===== src/rtl/sertx_pkg.sv =====
`timescale 1ns/1ps
package sertx_pkg;
  typedef enum logic [2:0] {
    ST_IDLE  = 3'd0,
    ST_START = 3'd1,
    ST_DATA  = 3'd2,
    ST_PAR   = 3'd3,
    ST_STOP  = 3'd4
  } tx_state_e;
endpackage


===== src/rtl/sertx_bitclk.sv =====
`timescale 1ns/1ps
// Counts oversampling ticks within one bit and flags the last one.
module sertx_bitclk #(
  parameter int OVS = 16
) (
  input  logic clk,
  input  logic rst_n,
  input  logic clr_i,
  input  logic run_i,
  input  logic tick_i,
  output logic bit_done_o
);
  localparam int CW = (OVS > 1) ? $clog2(OVS) : 1;
  localparam logic [CW-1:0] LAST = CW'(OVS - 1);

  logic [CW-1:0] cnt_q, cnt_d;

  always_comb begin
    cnt_d = cnt_q;
    if (clr_i)
      cnt_d = '0;
    else if (run_i && tick_i)
      cnt_d = (cnt_q == LAST) ? '0 : cnt_q + 1'b1;
  end

  always_ff @(posedge clk or negedge rst_n) begin
    if (!rst_n) cnt_q <= '0;
    else        cnt_q <= cnt_d;
  end

  assign bit_done_o = run_i && tick_i && !clr_i && (cnt_q == LAST);
endmodule


===== src/rtl/sertx_frame.sv =====
`timescale 1ns/1ps
// Holding register, shift register and frame sequencer.
module sertx_frame
  import sertx_pkg::*;
#(
  parameter int DATA_W = 8
) (
  input  logic              clk,
  input  logic              rst_n,
  input  logic              tx_en_i,
  input  logic              wr_stb_i,
  input  logic [DATA_W-1:0] wr_data_i,
  input  logic              par_en_i,
  input  logic              par_odd_i,
  input  logic              start_ok_i,
  input  logic              bit_done_i,
  output logic              load_o,
  output logic              busy_o,
  output logic              line_o,
  output logic              tx_empty_o,
  output logic              tx_end_o
);
  localparam int IW = (DATA_W > 1) ? $clog2(DATA_W) : 1;
  localparam logic [IW-1:0] LAST_IDX = IW'(DATA_W - 1);

  tx_state_e         state_q, state_d;
  logic [IW-1:0]     idx_q, idx_d;
  logic [DATA_W-1:0] shreg_q, shreg_d;
  logic [DATA_W-1:0] dbuf_q, dbuf_d;
  logic              par_q, par_d;
  logic              empty_q, empty_d;
  logic              end_q, end_d;

  always_comb begin
    state_d = state_q;
    idx_d   = idx_q;
    shreg_d = shreg_q;
    dbuf_d  = dbuf_q;
    par_d   = par_q;
    empty_d = empty_q;
    end_d   = end_q;
    load_o  = 1'b0;
    if (!tx_en_i) begin
      state_d = ST_IDLE;
      idx_d   = '0;
      empty_d = 1'b1;
      end_d   = 1'b1;
    end else begin
      unique case (state_q)
        ST_IDLE: begin
          if (!empty_q && start_ok_i) begin
            load_o  = 1'b1;
            state_d = ST_START;
            shreg_d = dbuf_q;
            par_d   = (^dbuf_q) ^ par_odd_i;
            empty_d = 1'b1;
            end_d   = 1'b0;
          end
        end
        ST_START: begin
          if (bit_done_i) begin
            state_d = ST_DATA;
            idx_d   = '0;
          end
        end
        ST_DATA: begin
          if (bit_done_i) begin
            shreg_d = shreg_q >> 1;
            if (idx_q == LAST_IDX) state_d = par_en_i ? ST_PAR : ST_STOP;
            else                   idx_d   = idx_q + 1'b1;
          end
        end
        ST_PAR: begin
          if (bit_done_i) state_d = ST_STOP;
        end
        ST_STOP: begin
          if (bit_done_i) begin
            state_d = ST_IDLE;
            end_d   = empty_q && !wr_stb_i;
          end
        end
        default: state_d = ST_IDLE;
      endcase
      if (wr_stb_i) begin
        dbuf_d  = wr_data_i;
        empty_d = 1'b0;
      end
    end
  end

  always_ff @(posedge clk or negedge rst_n) begin
    if (!rst_n) begin
      state_q <= ST_IDLE;
      idx_q   <= '0;
      shreg_q <= '0;
      dbuf_q  <= '0;
      par_q   <= 1'b0;
      empty_q <= 1'b1;
      end_q   <= 1'b1;
    end else begin
      state_q <= state_d;
      idx_q   <= idx_d;
      shreg_q <= shreg_d;
      dbuf_q  <= dbuf_d;
      par_q   <= par_d;
      empty_q <= empty_d;
      end_q   <= end_d;
    end
  end

  always_comb begin
    unique case (state_q)
      ST_START: line_o = 1'b0;
      ST_DATA:  line_o = shreg_q[0];
      ST_PAR:   line_o = par_q;
      default:  line_o = 1'b1;
    endcase
  end

  assign busy_o     = (state_q != ST_IDLE);
  assign tx_empty_o = empty_q;
  assign tx_end_o   = end_q;
endmodule


===== src/rtl/sertx_pinmux.sv =====
`timescale 1ns/1ps
// Selects between the serial line and the general-purpose port.
module sertx_pinmux (
  input  logic tx_en_i,
  input  logic line_i,
  input  logic port_dat_i,
  input  logic port_dir_i,
  output logic pin_o,
  output logic pin_oe_o
);
  always_comb begin
    if (tx_en_i) begin
      pin_o    = line_i;
      pin_oe_o = 1'b1;
    end else begin
      pin_o    = port_dat_i;
      pin_oe_o = port_dir_i;
    end
  end
endmodule


===== src/rtl/sertx_port_tx.sv =====
`timescale 1ns/1ps
module sertx_port_tx #(
  parameter int DATA_W = 8,
  parameter int OVS    = 16
) (
  input  logic              clk,
  input  logic              rst_n,
  input  logic              tick_i,
  input  logic              tx_en_i,
  input  logic              wr_stb_i,
  input  logic [DATA_W-1:0] wr_data_i,
  input  logic              par_en_i,
  input  logic              par_odd_i,
  input  logic              hold_on_err_i,
  input  logic              rx_ovr_err_i,
  input  logic              rx_par_err_i,
  input  logic              rx_frm_err_i,
  input  logic              port_dat_i,
  input  logic              port_dir_i,
  output logic              pin_o,
  output logic              pin_oe_o,
  output logic              tx_empty_o,
  output logic              tx_end_o
);
  logic [1:0] rs_q;
  logic       rst_sync_n;
  logic       start_ok, load, busy, bit_done, line;

  always_ff @(posedge clk or negedge rst_n) begin
    if (!rst_n) rs_q <= 2'b00;
    else        rs_q <= {rs_q[0], 1'b1};
  end
  assign rst_sync_n = rs_q[1];

  assign start_ok = !(hold_on_err_i && (rx_ovr_err_i || rx_par_err_i || rx_frm_err_i));

  sertx_bitclk #(.OVS(OVS)) u_bitclk (
    .clk(clk), .rst_n(rst_sync_n), .clr_i(load || !tx_en_i),
    .run_i(busy), .tick_i(tick_i), .bit_done_o(bit_done)
  );

  sertx_frame #(.DATA_W(DATA_W)) u_frame (
    .clk(clk), .rst_n(rst_sync_n), .tx_en_i(tx_en_i), .wr_stb_i(wr_stb_i),
    .wr_data_i(wr_data_i), .par_en_i(par_en_i), .par_odd_i(par_odd_i),
    .start_ok_i(start_ok), .bit_done_i(bit_done), .load_o(load),
    .busy_o(busy), .line_o(line), .tx_empty_o(tx_empty_o), .tx_end_o(tx_end_o)
  );

  sertx_pinmux u_pinmux (
    .tx_en_i(tx_en_i), .line_i(line), .port_dat_i(port_dat_i),
    .port_dir_i(port_dir_i), .pin_o(pin_o), .pin_oe_o(pin_oe_o)
  );
endmodule


===== config.mk =====
export PLATFORM = sky130hd
export DESIGN_NAME = sertx_port_tx
export DESIGN_NICKNAME = d
export VERILOG_FILES = /design/src/rtl/sertx_pkg.sv /design/src/rtl/sertx_bitclk.sv /design/src/rtl/sertx_frame.sv /design/src/rtl/sertx_pinmux.sv /design/src/rtl/sertx_port_tx.sv
export SDC_FILE = /design/constraint.sdc
export NUM_CORES = 1
export LEC_CHECK = 0
export ABC_AREA = 1
export BUFFER_PORTS_ARGS = -buffer_cell sky130_fd_sc_hd__buf_4
export CAP_MARGIN = 40
export CELL_PAD_IN_SITES_DETAIL_PLACEMENT = 1
export CELL_PAD_IN_SITES_GLOBAL_PLACEMENT = 2
export CORE_MARGIN = 2
export CORE_UTILIZATION = 35
export DETAILED_ROUTE_END_ITERATION = 8
export PLACE_DENSITY = 0.9
export RECOVER_POWER = 25
export SLEW_MARGIN = 10
export SYNTH_ARGS = -nofsm -noshare
export SYNTH_HDL_FRONTEND = slang
export SYNTH_SLANG_ARGS = --single-unit

===== constraint.sdc =====
create_clock -name clk -period 3.5 [get_ports clk]
set_clock_uncertainty 0.15 [all_clocks]
set_input_delay 0 -clock clk [delete_from_list [all_inputs] [get_ports clk]]
set_output_delay 0 -clock clk [all_outputs]
set_load 0.1 [all_outputs]

== Word level (Yosys, flattened, before mapping) ==
Cells that the tools add are included.

* Register bits: 31
* Bits in latches: 0
* RAM bits: 0
* Bits in read-only memories: 0
* Input port bits: 21
* Output and inout port bits: 4
* Logic and storage cells: 90
* Memories kept: 0

* $add $sub $neg: 2
* Multipliers: 0
* Divide/modulo/power cells: 0
* $lt $le $gt $ge: 0
* Eq/ne operators: 19
* Shifts and indexed selects: 0
* Mux-type cells: 33
* Bitwise logic cells: 1
* Reduce and logical (&&, ||, !) cells: 26

{| class="wikitable"
|+ Operators by type and width
! operator !! count
|-
| $mux W3 || 11
|-
| $mux W8 || 2
|-
| $pmux W8 S2 || 1
|-
| $ne A3 B3 Y1 const B || 5
|-
| $pmux W3 S5 || 1
|-
| $mux W1 || 12
|-
| $mux W4 || 3
|-
| $ne A3 B1 Y1 const B || 4
|-
| $reduce_and A4 Y1 || 2
|-
| $reduce_xor A8 Y1 || 1
|-
| $eq A3 B2 Y1 const B || 2
|-
| $eq A3 B3 Y1 const B || 2
|-
| $logic_and A1 B1 Y1 || 6
|-
| $ne A3 B2 Y1 const B || 2
|-
| $pmux W3 S2 || 1
|-
| $reduce_and A3 Y1 || 2
|-
| $reduce_and A6 Y1 || 1
|-
| $logic_not A1 Y1 || 5
|-
| $add A4 B1 Y4 const B || 1
|-
| $eq A4 B4 Y1 const B || 1
|-
| $reduce_and A2 Y1 || 2
|-
| $reduce_bool A2 Y1 || 2
|-
| $add A3 B1 Y3 const B || 1
|-
| $eq A3 B1 Y1 const B || 1
|-
| other kinds (8) || 10
|}

== Depth between registers and ports, before layout ==
* Depth after elaboration: 15
* Gate-level depth with buffers: 10
* Gate-level depth less buffers: 10

== Modules after synthesis ==
Synthesis repeated with hierarchy kept, for this count alone.

* Cells, all modules: 240
* Area total of the unflattened synthesis: 1,834.3 sq um

{| class="wikitable"
|+ By module, submodules not included
! module !! times used !! cells an instance !! area each (sq um) !! seq. area each (sq um)
|-
| sertx_frame || 1 || 195 || 1,487.7 || 628.1
|-
| sertx_bitclk || 1 || 31 || 249.0 || 100.1
|-
| sertx_port_tx || 1 || 9 || 76.3 || 50.0
|-
| sertx_pinmux || 1 || 5 || 21.3 || 0.0
|}

== Worst setup path after synthesis ==
No wires, ideal clock.

* Path type: flip-flop to output port
* Start point: register u_frame.state_q[2]
* End point: output port pin_o
* Arrival: 2.576 ns
* Required time: 3.350 ns
* Slack: 0.774 ns
* Stages on the path, launching flop included: 7
* Buffers on the path: 1
* Path through: dfrtp_1 inv_2 nand2_2 nor2_4 buf_4 nand2_1 a31oi_1

* Longest elaborated chain between the ends: 3
* Elaborated cells between the ends (all ways): 5
* Those cells by class: eq/ne: 3; mux: 2

{| class="wikitable"
|+ RTL lines
! item !! RTL line !! RTL
|-
| start: declaration || sertx_frame.sv:26 || <nowiki>tx_state_e state_q, state_d;</nowiki>
|-
| start signal: assignment || sertx_frame.sv:101 || <nowiki>state_q <= state_d;</nowiki>
|-
| $eq A3 B2 Y1 / $eq A3 B1 Y1 (equally long branches) || sertx_frame.sv:112 || <nowiki>unique case (state_q)</nowiki>
|-
| $pmux W1 S3 * || sertx_frame.sv:112 ||
|-
| $mux W1 * || sertx_pinmux.sv:12 || <nowiki>if (tx_en_i) begin</nowiki>
|-
| end: declaration || sertx_port_tx.sv:20 || <nowiki>output logic pin_o,</nowiki>
|}

Every way passes the cells marked *; elsewhere a longest branch is shown, timed or not.

== Final worst setup path ==
Same ends and word-level chain as after synthesis.

==> impl_metrics.env <==
export IMPL_reg2reg_depth=6
export IMPL_syn_num_nets=260
export IMPL_cap_violations=0
export IMPL_grt_max_degree=18
export IMPL_portBuffers=24
export IMPL_cts_resized=0
export IMPL_root_buffer="clkbuf_8"
export IMPL_fillCellCount=615
export IMPL_cts_tree="done"
export IMPL_ys_types=33
export IMPL_antenna_found_initial=0
export IMPL_io_pins=25
export IMPL_drt_pass1_iter_count=4
export IMPL_die_w_um=74.9
export IMPL_viasPerCell=4.76
export IMPL_grt_pass1_vias=1689
export IMPL_coreArea_um2=4790
export IMPL_rr_endpoint="u_frame.tx_empty_o"
export IMPL_path_cells="inv_2 > nand2_2 > nor2_4 > nand2_1 > a31oi_1 > buf_4"
export IMPL_clock_latency_ns=0.28
export IMPL_setup_tns_ns=0
export IMPL_netlist_area_um2=1760
export IMPL_whs_ns=0.0492
export IMPL_overflow=0
export IMPL_worst_slew_pin_slew_ns=0.975
export IMPL_power_leakage_nw=1.18
export IMPL_finish_net_count=306
export IMPL_drcViolationCount=0
export IMPL_synth_async_reset_ratio_pct=100
export IMPL_crit_slowest_cell="dfrtp_1"
export IMPL_rsz0062_at_grt="no"
export IMPL_fin_crit_sh_pct=57.4
export IMPL_worstHoldPathType="register to asynchronous set/reset pin"
export IMPL_critPathMaxFanout=14
export IMPL_layout_area_seq_um2=778
export IMPL_std_cell_rows=25
export IMPL_start_util_pct=36.7
export IMPL_yosysTopAreaCell="dfrtp_1"
export IMPL_fp_dieH_um=74.9
export IMPL_diodes=0
export IMPL_ys_flop_type="dfrtp_1"
export IMPL_ant_nets=0
export IMPL_wirelength_um=4400
export IMPL_dpl_hpwl_um=3220
export IMPL_syn_inst=236
export IMPL_fin_util_pct=47.2
export IMPL_crit_type="register to output port"
export IMPL_routabilityCongestion=0.777
export IMPL_slew_violations=0
export IMPL_critPathLaunchType="register"
export IMPL_r2r_start="u_frame.state_q[0]"
export IMPL_finalCriticalPeriod_ns=2.01
export IMPL_htreeDepth=2
export IMPL_wl_per_cell_um=12.6
export IMPL_clk_pin_slew_ns=0.07
export IMPL_setup_viol=0
export IMPL_synth_warnings=0
export IMPL_die_area_um2=5610
export IMPL_arrival_ns=1.86
export IMPL_slowest_delay_ns=0.41
export IMPL_clock_fmax_mhz=498
export IMPL_drt_iter0_markers=80
export IMPL_status="complete, no violations"
export IMPL_avgSynthCellArea_um2=7.45
export IMPL_multi_input_area_um2=886
export IMPL_vdd_drop_max_mv=0.219
export IMPL_yosysSeqAreaShare_pct=44.3
export IMPL_cts_buffer_depth=2
export IMPL_synth_top_area_share_pct=41.3
export IMPL_area_growth_syn_to_layout_pct=28.5
export IMPL_drive_above_1_share_pct=18.0
export IMPL_ys_seq_elements=31
export IMPL_crit_start="u_frame.state_q[2]"
export IMPL_grt_usage_pct=17.6
export IMPL_vias=1667
export IMPL_hold_violations=0
export IMPL_synth_edff_count=0
export IMPL_synth_area_leaders="dfrtp_1 41%, nand2_1 22%, nand3_1 6.0%"
export IMPL_numCtsBuffers=5
export IMPL_p_per_area_nw_per_um2=618
export IMPL_synth_common_cells="105 x nand2_1, 29 x dfrtp_1, 21 x nand3_1, 15 x inv_1, 13 x nor2_1"
export IMPL_crit_path_end_kind="output port"
export IMPL_yosys_cell_count_top_type="nand2_1"
export IMPL_reg2reg_slack_ns=1.61
export IMPL_grt_pass1_wl_um=7460
export IMPL_required_ns=3.35
export IMPL_cts_sinks=31
export IMPL_slew_headroom_pct=35.0
[layout by cell type, fill, tap and decap left out, types with 2 or more instances in the layout]
master,instances
a31oi_1,2
dfrtp_1,29
clkbuf_1,3
nand2_2,3
xnor2_1,3
nor2_1,13
dfstp_2,2
nor3_1,2
a21oi_1,3
buf_4,23
nor2_2,2
nand2_4,2
o21ai_1,3
inv_1,15
clkbuf_8,5
nand2_1,105
o21ai_0,4
xor2_1,3
inv_2,5
ha_1,3
nand3_1,21
dlygate4sd3_1,17
[metal layers]
metal / vias up / track usage [%] / share of wire [%]
li1: 832 / - / -
met1: 803 / 20.6 / 45
met2: 26 / 32.0 / 51
met3: 6 / 3.75 / 3.2
met4: 0 / 5.36 / 1.3
met5: - / 0 / 0
[power by group]
group	internal, mW	switching (mW)
Combinational	0.192	0.410
Clock	0.139	0.132
Sequential	0.448	0.0759
[how the worst max path moves through the flow]
stage	cells after the start	slack, ns	endpoint
after floorplan	6	0.77	pin_o
after global placement	10	1.68	u_frame.idx_q[0]
after detailed placement	10	1.64	u_frame.idx_q[0]
after CTS	6	1.50	pin_o
after global routing	6	1.39	pin_o
final	6	1.49	pin_o
[registers in the layout, indices dropped and copies added, names as in the netlist]
| name | cells |
|---|---|
| u_frame.idx_q | 3 |
| u_frame.tx_empty_o | 1 |
| rs_q | 2 |
| u_frame.par_q | 1 |
| u_frame.dbuf_q | 8 |
| u_bitclk.cnt_q | 4 |
| u_frame.state_q | 3 |
| u_frame.tx_end_o | 1 |
| u_frame.shreg_q | 8 |
[cell families after synthesis]
logic type                 synth area share [%]
DFF                                        44.3
adders and majority gates                  2.14
and+or+nand+nor                            38.7
buffers and inverters                      5.34
other                                     0.213
xor gates and xnor gates                   2.99
AOI/OAI and AO/OA                          6.33
[final cells by class]
| cell class | instances | area share, % |
|---|---|---|
| Multi-Input combinational cell | 182 | 39.2 |
| Sequential cell | 31 | 34.5 |
| Timing Repair Buffer | 42 | 15.7 |
| Tap cell | 67 | 3.71 |
| Clock buffer | 7 | 3.38 |
| Inverter | 20 | 3.32 |
| Clock inverter | 1 | 0.222 |
[metrics by stage]
| step | cells | worst slack, ns | instance area (um^2) | power [mW] |
|---|---|---|---|---|
| final | 350 | 1.49 | 2260 | 1.40 |
| after global routing | 350 | 1.39 | 2260 | 1.51 |
| after CTS | 350 | 1.50 | 2260 | 1.42 |
| after detailed placement | 325 | 1.64 | 2010 | 1.12 |
| after global placement | 325 | 1.68 | 2010 | 1.11 |
| after floorplan | 236 | 0.774 | 1760 | 0.983 |
[critical path: cells and delay by family, from the launching register on]
| family | cells | cell delay [ns] |
|---|---|---|
| DFF | 1 | 0.41 |
| buffers and inverters | 2 | 0.45 |
| and+or+nand+nor | 3 | 0.51 |
| AOI/OAI and AO/OA | 1 | 0.21 |
[what timing repair did]
action                                  CTS  global route
setup buffers                             0             0
endpoints found under the setup margin    0             0
endpoints found under the hold margin    18             0
hold buffers                             17             0
Note: power is estimated with default switching activity, not from simulation.
